## src/rtl/inv_q_pkg.sv

```systemverilog
package inv_q_pkg;
  typedef struct packed {
    logic vld;
    logic mk;
  } slot_flags_t;

  function automatic int unsigned ptr_bits(int unsigned depth);
    return (depth > 1) ? $clog2(depth) : 1;
  endfunction
endpackage

```

## src/rtl/inv_q_ctrl.sv

```systemverilog
module inv_q_ctrl #(
  parameter int unsigned DEPTH = 4,
  parameter int unsigned PTR_W = 2,
  parameter int unsigned CNT_W = 3
) (
  input  logic             clk_i,
  input  logic             rst_ni,
  input  logic             push_i,
  input  logic             pop_i,
  output logic [PTR_W-1:0] head_o,
  output logic [PTR_W-1:0] tail_o,
  output logic [CNT_W-1:0] cnt_o,
  output logic             full_o
);
  logic [PTR_W-1:0] head_q, tail_q;
  logic [CNT_W-1:0] cnt_q;

  function automatic logic [PTR_W-1:0] nxt(logic [PTR_W-1:0] p);
    return (p == PTR_W'(DEPTH - 1)) ? '0 : p + PTR_W'(1);
  endfunction

  always_ff @(posedge clk_i or negedge rst_ni) begin
    if (!rst_ni) begin
      head_q <= '0;
      tail_q <= '0;
      cnt_q  <= '0;
    end else begin
      if (push_i) tail_q <= nxt(tail_q);
      if (pop_i)  head_q <= nxt(head_q);
      if (push_i && !pop_i)      cnt_q <= cnt_q + CNT_W'(1);
      else if (pop_i && !push_i) cnt_q <= cnt_q - CNT_W'(1);
    end
  end

  assign head_o = head_q;
  assign tail_o = tail_q;
  assign cnt_o  = cnt_q;
  assign full_o = (cnt_q == CNT_W'(DEPTH));
endmodule

```

## src/rtl/inv_q_slots.sv

```systemverilog
module inv_q_slots
  import inv_q_pkg::*;
#(
  parameter int unsigned DEPTH  = 4,
  parameter int unsigned LINE_W = 8,
  parameter int unsigned PTR_W  = 2
) (
  input  logic                         clk_i,
  input  logic                         rst_ni,
  input  logic                         push_i,
  input  logic [PTR_W-1:0]             tail_i,
  input  logic [LINE_W-1:0]            line_i,
  input  logic                         pop_i,
  input  logic [PTR_W-1:0]             head_i,
  input  logic                         rbar_i,
  output slot_flags_t [DEPTH-1:0]      flags_o,
  output logic [DEPTH-1:0][LINE_W-1:0] lines_o
);
  for (genvar i = 0; i < DEPTH; i++) begin : g_slot
    slot_flags_t      fl_q;
    logic [LINE_W-1:0] ln_q;

    always_ff @(posedge clk_i or negedge rst_ni) begin
      if (!rst_ni) begin
        fl_q <= '0;
        ln_q <= '0;
      end else if (pop_i && head_i == PTR_W'(i)) begin
        fl_q <= '0;
      end else if (push_i && tail_i == PTR_W'(i)) begin
        fl_q <= '{vld: 1'b1, mk: 1'b0};  // new arrivals never carry an older barrier
        ln_q <= line_i;
      end else if (rbar_i && fl_q.vld) begin
        fl_q.mk <= 1'b1;
      end
    end

    assign flags_o[i] = fl_q;
    assign lines_o[i] = ln_q;
  end
endmodule

```

## src/rtl/inv_q_match.sv

```systemverilog
module inv_q_match
  import inv_q_pkg::*;
#(
  parameter int unsigned DEPTH  = 4,
  parameter int unsigned LINE_W = 8
) (
  input  slot_flags_t [DEPTH-1:0]      flags_i,
  input  logic [DEPTH-1:0][LINE_W-1:0] lines_i,
  input  logic                         ld_valid_i,
  input  logic [LINE_W-1:0]            ld_line_i,
  output logic                         stall_o
);
  logic [DEPTH-1:0] hit;

  for (genvar i = 0; i < DEPTH; i++) begin : g_cmp
    assign hit[i] = flags_i[i].vld && flags_i[i].mk && (lines_i[i] == ld_line_i);
  end

  assign stall_o = ld_valid_i && (|hit);
endmodule

```

## src/rtl/inv_queue.sv

```systemverilog
module inv_queue
  import inv_q_pkg::*;
#(
  parameter int unsigned DEPTH  = 4,
  parameter int unsigned LINE_W = 8
) (
  input  logic              clk_i,
  input  logic              rst_ni,
  input  logic              inv_valid_i,
  input  logic [LINE_W-1:0] inv_line_i,
  output logic              inv_ack_o,
  output logic              cache_inv_valid_o,
  output logic [LINE_W-1:0] cache_inv_line_o,
  input  logic              cache_inv_ready_i,
  input  logic              rbar_i,
  input  logic              ld_valid_i,
  input  logic [LINE_W-1:0] ld_line_i,
  output logic              ld_stall_o
);
  localparam int unsigned PTR_W = ptr_bits(DEPTH);
  localparam int unsigned CNT_W = $clog2(DEPTH + 1);

  logic [PTR_W-1:0] head, tail;
  logic [CNT_W-1:0] cnt_q;
  logic full, push, pop;
  slot_flags_t [DEPTH-1:0]      flags;
  logic [DEPTH-1:0][LINE_W-1:0] lines;

  // full check uses held count only: no path from cache ready to ack
  assign push = inv_valid_i && !full;
  assign pop  = cache_inv_valid_o && cache_inv_ready_i;
  assign inv_ack_o = push;

  inv_q_ctrl #(.DEPTH(DEPTH), .PTR_W(PTR_W), .CNT_W(CNT_W)) u_ctrl (
    .clk_i, .rst_ni, .push_i(push), .pop_i(pop),
    .head_o(head), .tail_o(tail), .cnt_o(cnt_q), .full_o(full)
  );

  inv_q_slots #(.DEPTH(DEPTH), .LINE_W(LINE_W), .PTR_W(PTR_W)) u_slots (
    .clk_i, .rst_ni, .push_i(push), .tail_i(tail), .line_i(inv_line_i),
    .pop_i(pop), .head_i(head), .rbar_i, .flags_o(flags), .lines_o(lines)
  );

  inv_q_match #(.DEPTH(DEPTH), .LINE_W(LINE_W)) u_match (
    .flags_i(flags), .lines_i(lines), .ld_valid_i, .ld_line_i, .stall_o(ld_stall_o)
  );

  assign cache_inv_valid_o = flags[head].vld;
  assign cache_inv_line_o  = lines[head];
endmodule

```

## config.mk

```make
export PLATFORM = sky130hd
export DESIGN_NAME = inv_queue
export DESIGN_NICKNAME = d
export VERILOG_FILES = /design/src/rtl/inv_q_pkg.sv /design/src/rtl/inv_q_ctrl.sv /design/src/rtl/inv_q_slots.sv /design/src/rtl/inv_q_match.sv /design/src/rtl/inv_queue.sv
export SDC_FILE = /design/constraint.sdc
export NUM_CORES = 1
export LEC_CHECK = 0
export ABC_AREA = 1
export ABC_CLOCK_PERIOD_IN_PS = 6550
export BUFFER_PORTS_ARGS = -buffer_cell sky130_fd_sc_hd__buf_2
export CAP_MARGIN = 10
export CORE_MARGIN = 2
export CORE_UTILIZATION = 35
export CTS_CLUSTER_DIAMETER = 30
export DETAILED_ROUTE_END_ITERATION = 16
export PLACE_DENSITY = 0.49
export SETUP_SLACK_MARGIN = 0.3
export SYNTH_ARGS = -nofsm -noshare
export SYNTH_HDL_FRONTEND = slang
export SYNTH_HIERARCHICAL = 1
export SYNTH_SLANG_ARGS = --single-unit
```

## constraint.sdc

```tcl
create_clock -name clk_i -period 6.55 [get_ports clk_i]
set_clock_uncertainty 0.1 [all_clocks]
set_input_delay 1.31 -clock clk_i [delete_from_list [all_inputs] [get_ports clk_i]]
set_output_delay 1.31 -clock clk_i [all_outputs]
set_load 0.05 [all_outputs]
```

# After elaboration in Yosys (flattened, before gate mapping)
# Cells that the tools add are included.
[totals]
ff_bits = 47
input_bits = 22
out_inout_bits = 11
[classes]
addsub = 4
magnitude_cmp = 1
n_eq_ne = 11
muxes = 24
n_bitwise = 4
n_reduce_logical = 44
[op_table]
columns = ["cell", "count"]
rows = [
  ["8-bit == test", 4],
  ["1-bit logical AND", 25],
  ["8-bit binary-select mux with 2-bit select", 1],
  ["2-bit 2-to-1 mux", 7],
  ["1-bit 2-to-1 mux", 12],
  ["3-bit nonzero test", 4],
  ["2-bit nonzero test", 5],
  ["2-bit == test (second input constant)", 4],
  ["8-bit 2-to-1 mux", 1],
  ["2-bit AND reduction", 4],
  ["3-bit 2-to-1 mux", 2],
  ["2-bit by 1-bit adder with 2-bit output (second input constant)", 2],
  ["2-bit binary-select mux with 2-bit select", 1],
  ["2-bit by 1-bit == test with 1-bit output (second input constant)", 2],
  ["2-bit logical NOT", 2],
  ["1-bit inverter", 4],
  ["4-bit OR reduction", 1],
  ["3-bit by 1-bit adder with 3-bit output (second input constant)", 1],
  ["3-bit == test (second input constant)", 1],
  ["1-bit logical NOT", 3],
  ["2-bit by 3-bit < comparator with 1-bit output (second input constant)", 1],
  ["3-bit by 1-bit subtractor with 3-bit output (second input constant)", 1],
]

# Logic depth before layout (Yosys ltp)
# Gate-level depths: netlist of run 1.
[logic_depth]
word_depth = 7
mapped_depth = 14

# Hierarchy
# The synthesis of run 1 kept the hierarchy.
[by_module_without_submodules]
columns = ["module", "instances", "cells_per_inst", "area_per_inst_um2"]
rows = [
  ["inv_q_slots", 1, 174, 1611.5],
  ["inv_q_match", 1, 140, 595.6],
  ["inv_queue", 1, 74, 369.1],
  ["inv_q_ctrl", 1, 37, 354.1],
]

# Worst setup path before layout of run 1
# No wires, ideal clock.
[synth_path]
path_type = "input port to output port"
start = "in ld_line_i[4]"
end = "out ld_stall_o"
arrival_ns = 2.449
required_time_ns = 5.140
setup_slack_ns = 2.691
stages = 9
n_path_buf = 0
cell_sequence = "inv_2 nor2_1 nor2_1 nand2_1 nor2_1 nand3_2 nand2_1 nor2_1 nor2_1"
[synth_between]
elab_chain_len = 4
[synth_lines]
columns = ["item", "line", "source"]
rows = [
  ["start: declaration", "inv_queue.sv:17", "input logic [LINE_W-1:0] ld_line_i,"],
  ["8-bit == test", "inv_q_match.sv:16", "assign hit[i] = flags_i[i].vld && flags_i[i].mk && (lines_i[i] == ld_line_i);"],
  ["1-bit logical AND", "inv_q_match.sv:16", ""],
  ["4-bit OR reduction (*)", "inv_q_match.sv:19", "assign stall_o = ld_valid_i && (|hit);"],
  ["1-bit logical AND (*)", "inv_q_match.sv:19", ""],
  ["end: declaration", "inv_queue.sv:18", "output logic ld_stall_o"],
]
# Mark *: on every way between the ends. The rest lies on a longest branch, timed or not.

# Worst setup path in the final report of run 1
[layout_path]
start = "in ld_line_i[0]"
end = "out ld_stall_o"
# The elaborated chain is that of the path after synthesis.

==> flow_summary_export.csv, run 1 <==
group,metric,value,unit
yosys,yosysWarnings,6,
min_path,hp-start,"u_ctrl/cnt_o[2]$_DFFE_PN0P_",
floorplanning,die-height,95.5,µm
critical_path,r2r_slack,3.51,ns
floorplanning,ios,33,
grt,grtUsageMet3,2.53,%
critical_path,required,5.14,ns
yosys,synth.distinct_cells,31,
drt,drt_iter0_drc,124,
timing,fin_setup_tns,0,ns
critical_path,crit_family,"simple AND/OR/NAND/NOR gates",
clocking,clock-root-buffer,"clkbuf_8",
place,portBuffers,32,
clocking,insertion_delay,0.30,ns
critical_path,rr_startpoint,"u_ctrl/head_o[1]$_DFFE_PN0P_",
critical_path,crit_path_max_incr_delay,0.26,ns
clocking,cts_hold_buf,0,
timing,holdWs,0.390,ns
critical_path,crit_path_top_delay_cell,"buf_2",
layout,final_layout_size_suffix_gt1_share,13.2,%
layout,num-nets-final,481,
place,gp_congestion,0.861,
timing,rsz0062_at_grt,"false",
timing,hold_viol,0,
layout,finish.instance_area,3240,µm²
clocking,post_cts_buffers,0,
yosys,avgSynthCellArea,6.89,µm²
drt,antenna_left,0,
drt,route.detailed.drc,0,
timing,finalSetupViolations,0,
timing,slew_violations,0,
clocking,htree_levels,2,
clocking,numCtsBuffers,5,
yosys,synthTopCellsByArea,"dfrtp_1 (40%), nand2_1 (22%), nand3_1 (7.2%)",
drt,routed_wl,8190,µm
critical_path,cp-start-kind,"input port",
yosys,synth-seq-cells,47,
drt,viasPerCell,4.62,
critical_path,reg2reg_to,"u_slots/g_slot[3].ln_q[7]$_DFFE_PN0P_",
critical_path,worstPathMaxFanout,4,
critical_path,crit_buf_inv,3,
power,leakage,1.78,nW
layout,diodes,0,
critical_path,path_cells,"buf_2, inv_2, nor2_1, nor2_1, nand2_1, nor2_1, nand3_1, nand2_2, nor2_1, nor2_1, buf_2",
min_path,min_path_type,"flip-flop to flip-flop",
critical_path,r2r_cells,8,
critical_path,end_kind,"output pin",
grt,antenna_found_initial,0,
clocking,path_clk_slew,0.09,ns
layout,layout_common_cells,"nand2_1 (171), inv_1 (47), dfrtp_1 (47), nand3_1 (42), buf_2 (32)",
floorplanning,start_util,35.8,%
yosys,ys_seq_area_share,40.1,%
timing,slew_headroom,37.4,%
drt,vias,2589,
yosys,synth_area,2930,µm²
critical_path,cp-startpoint,"ld_line_i[0]",
clocking,cts-resized-gates,0,
power,peakVddDrop,0.000274,V
drt,wire_per_inst,14.6,µm
timing,fin_crit,3.82,ns
critical_path,crit_top_cell,"nor2_1",
yosys,synth_largest_area_cell,"dfrtp_1",
critical_path,crit_arrival,2.41,ns
grt,grt_pass1_wl,13400,µm
yosys,synth_nets,451,
critical_path,cp.depth,11,
run,max_cap_violations,0,
layout,final_common_cell,"nand2_1",
place,place_hpwl,5890,µm
grt,grt_pass1_vias,2481,
floorplanning,fp-row-count,33,
timing,worstMarginPinSlew,0.936,ns
floorplanning,core,8180,µm²
yosys,synth_cells,425,
timing,period_share,58.4,%
power,p_per_area,516,nW/µm²
grt,track_usage,19.8,%
clocking,cts_tree,"yes",
critical_path,critPathKind,"input port to output pin",
grt,use_met1,29.4,%
layout,area_growth,10.4,%
critical_path,crit_path_end,"ld_stall_o",
outcome,status,"completed",
yosys,postSynth.asyncResetShare,100,%
yosys,synth_top_area_share,40.1,%
grt,grt_max_degree,48,
grt,top_usage_layer,"met2",
drt,drt_first_pass_iters,4,
power,finalPower,1.67,mW
grt,grt_overflow,0,
clocking,cts_sinks,47,
yosys,ys.flop_type,"dfrtp_1",
clocking,clockBufferDepth,2,
place,dpl_cell_area,3150,µm²
layout,final_core_util,39.6,%
yosys,synth_edf_count,0,
floorplanning,die_w,95.5,µm
grt,grt_use_met2,30.9,%
timing,fmaxAchievable,0.262,GHz
floorplanning,dieArea,9120,µm²
==> cells in the mapped netlist (2+ instances only) <==
| cell type | n |
|---|---|
| nand2_1 | 171 |
| inv_2 | 12 |
| buf_2 | 5 |
| nor2_2 | 2 |
| o21a_1 | 4 |
| xnor2_1 | 5 |
| nand3_1 | 42 |
| buf_4 | 2 |
| a21oi_1 | 10 |
| nor3b_1 | 2 |
| ha_1 | 3 |
| o21ai_0 | 4 |
| xor2_1 | 5 |
| nand2_2 | 3 |
| o211ai_1 | 16 |
| clkinv_1 | 4 |
| buf_6 | 2 |
| dfrtp_1 | 47 |
| nor2_1 | 28 |
| inv_1 | 47 |
==> final cells by class <==
type | count | area, µm²
multi-input cells | 305 | 1440
clock inverters | 2 | 13.8
clock buffers | 5 | 68.8
flip-flops and latches | 47 | 1180
fillers | 895 | 4940
repair buffers | 33 | 168
inverters | 63 | 236
well taps | 105 | 131
==> tightest hold or removal path, stage by stage, from the launching register on <==
cell and delay [ns]:
dfrtp_1 0.36, nand2_1 0.06, nand2_1 0.04
==> registers in the layout, summed over array words and instances (netlist names) <==
| signal | count |
|---|---|
| u_ctrl/cnt_o | 3 |
| u_ctrl/head_o | 2 |
| u_ctrl/tail_o | 2 |
| u_slots/flags_o | 8 |
| u_slots/g_slot.ln_q | 32 |
==> logic make-up after synthesis <==
kind of cell,after synthesis,synth area share [%]
buffers and inverters,73,10.7
muxes,1,0.384
DFF,47,40.1
and+or+nand+nor,255,36.2
AOI/OAI and AO/OA,35,7.69
adders and majority gates,4,1.96
xor gates and xnor gates,10,2.99
==> stage by stage <==
stage               instances  setup slack (ns)
floorplan                 425              2.69
global placement          553              2.71
detailed placement        553              2.74
CTS                       560              2.73
global route              560              2.59
finish                    560              2.73
==> worst min-delay path by stage <==
stage                                   to  slack [ns]  cells after the start
2_1_floorplan  u_ctrl/cnt_o[2]$_DFFE_PN0P_        0.34                      2
5_1_grt        u_ctrl/cnt_o[2]$_DFFE_PN0P_        0.40                      2
6_report       u_ctrl/cnt_o[2]$_DFFE_PN0P_        0.39                      2
3_3_place_gp   u_ctrl/cnt_o[2]$_DFFE_PN0P_        0.36                      2
4_1_cts        u_ctrl/cnt_o[2]$_DFFE_PN0P_        0.39                      2
3_5_place_dp   u_ctrl/cnt_o[2]$_DFFE_PN0P_        0.37                      2
==> power breakdown <==
part	internal [mW]	total, mW	switching [mW]
Combinational	0.276	0.900	0.624
Clock	0.0732	0.172	0.0984
Sequential	0.429	0.596	0.167
==> layer usage <==
layer	part of all wire [%]	vias up
met5	0	-
met2	44	47
li1	-	1382
met4	0.85	0
met3	4.9	5
met1	50	1155
No activity file was read; power rests on OpenSTA's default activity.
==> inputs of run 2 (changes only) <==
- ABC_CLOCK_PERIOD_IN_PS: 6550 -> 3900
- clock period: 6.55 -> 3.9 ns (I/O delays scaled with it)
==> run 2 against run 1 <==
Effect of this change:
- combinational power rose by 71%
- sequential cell count unchanged
- largest power group unchanged
- critical path depth shrank 3
- worst setup slack worse by 1.6 ns
- sequential power up 68%
- clock-buffer cell count increased by 2
- utilization is 0.61 points higher
- global-route usage increased by 0.22 points
- via count up 3.2%
- highest routed layer unchanged
- sequential share of layout area fell by 0.55 points
- register-to-register slack worse by 2.4 ns
- die area unchanged
==> flow_summary_export.csv, run 2 (synthesis gave the netlist of run 1 again) <==
group,metric,value,unit
place,dp_cells,558,
clocking,cts-resized-gates,0,
grt,grt_pass1_vias,2526,
critical_path,path_cells,"inv_2, nand3_1, nand2_1, nor2_1, nand3_1, nand2_4, nand2_1, nand2_1",
clocking,insertion_delay,0.30,ns
critical_path,cp-start-kind,"flip-flop",
timing,slew_headroom,55.1,%
timing,worstMarginPinSlew,0.674,ns
drt,antenna_left,0,
timing,worst_slack,1.09,ns
floorplanning,die-height,95.5,µm
layout,largest_register_ffs,32,
min_path,min_path_type,"input port to asynchronous set/reset pin",
drt,route.detailed.drc,0,
power,leakage,1.80,nW
place,gp_congestion,0.862,
timing,hold_viol,0,
layout,stdcell_count,566,
clocking,cts_tree,"yes",
power,finalPower,2.87,mW
timing,fin_crit,2.81,ns
place,dpl_cell_area,3190,µm²
grt,grt_pass1_wl,13500,µm
critical_path,cp-startpoint,"u_ctrl/head_o[1]$_DFFE_PN0P_",
drt,vias,2673,
critical_path,critPathKind,"flip-flop to flip-flop",
place,place_hpwl,6040,µm
place,portBuffers,32,
grt,grt_overflow,0,
floorplanning,ios,33,
drt,viasPerCell,4.72,
timing,fin_setup_tns,0,ns
drt,drt_iter0_drc,106,
floorplanning,start_util,35.8,%
grt,antenna_found_initial,0,
layout,num-nets-final,486,
clocking,cts_hold_buf,0,
timing,rsz0062_at_grt,"false",
layout,final_layout_size_suffix_gt1_share,14.1,%
clocking,cts_sinks,47,
drt,wire_per_inst,14.9,µm
critical_path,required,4.05,ns
drt,routed_wl,8450,µm
grt,track_usage,20.0,%
critical_path,crit_arrival,2.96,ns
floorplanning,die_w,95.5,µm
grt,grt_max_degree,35,
layout,final_common_cell,"nand2_1",
power,peakVddDrop,0.000439,V
power,p_per_area,873,nW/µm²
layout,final_core_util,40.2,%
clocking,path_clk_slew,0.10,ns
place,preCtsSetupSlack,1.13,ns
timing,period_share,72.2,%
timing,holdWs,0.374,ns
clocking,numCtsBuffers,5,
critical_path,worstPathMaxFanout,15,
critical_path,crit_path_max_incr_delay,0.78,ns
critical_path,crit_path_top_delay_cell,"dfrtp_1",
timing,finalSetupViolations,0,
clocking,clockBufferDepth,2,
drt,drt_first_pass_iters,4,
clocking,clock-root-buffer,"clkbuf_8",
clocking,post_cts_buffers,0,
layout,layout_common_cells,"nand2_1 (171), inv_1 (47), dfrtp_1 (47), nand3_1 (42), buf_2 (32)",
layout,diodes,0,
layout,area_growth,12.1,%
floorplanning,fp-row-count,33,
layout,ff_latch_area,1180,µm²
critical_path,end_kind,"flip-flop",
layout,finish.instance_area,3290,µm²
timing,fmaxAchievable,0.355,GHz
critical_path,crit_top_cell,"nand2_1",
clocking,htree_levels,2,
run,max_cap_violations,0,
floorplanning,dieArea,9120,µm²
layout,fill_cells,912,
outcome,status,"completed",
critical_path,rr_startpoint,"u_ctrl/head_o[1]$_DFFE_PN0P_",
floorplanning,core,8180,µm²
layout,top_register,"u_slots/g_slot.ln_q",
timing,slew_violations,0,
layout,multi_input_area,1440,µm²
run 2: worst max-delay path: cells and delay by family (launching register included):
kind	cells	cell delay (ns)
simple gates	7	1.60
flops	1	0.78
buf+inv	1	0.27
run 2: worst paths after layout:
kind / end / slack, ns / cells past startpoint
max in group asynchronous: u_slots/g_slot[3].ln_q[5]$_DFFE_PN0P_ / 2.55 / 2
min: u_slots/g_slot[1].ln_q[0]$_DFFE_PN0P_ / 0.37 / 1
max reg2reg: u_slots/g_slot[0].ln_q[3]$_DFFE_PN0P_ / 1.09 / 8
min in group clk_i: u_ctrl/cnt_o[2]$_DFFE_PN0P_ / 0.39 / 2
max: u_slots/g_slot[0].ln_q[3]$_DFFE_PN0P_ / 1.09 / 8
min reg2reg: u_ctrl/cnt_o[2]$_DFFE_PN0P_ / 0.39 / 2
run 2: area by class of cell:
class | instances | area share [%]
flip-flops and latches | 47 | 35.8
repair buffers | 38 | 6.25
multi-input cells | 305 | 43.9
inverters | 63 | 7.20
well taps | 105 | 4.00
clock buffers | 7 | 2.63
clock inverters | 1 | 0.267
run 2: power by group:
group          switching [mW]  total (mW)  internal, mW
clock                   0.175       0.321         0.146
combinational            1.06        1.54         0.482
sequential              0.282        1.00         0.721
total                    1.52        2.87          1.35
run 2: metal layers:
metal  global-route usage (%)  vias up  part of all wire, %
li1                         -     1396                    -
met1                     28.5     1236                   52
met2                     33.2       39                   45
met3                     2.37        2                  2.5
met4                     3.57        0                 0.33
met5                        0        -                    0
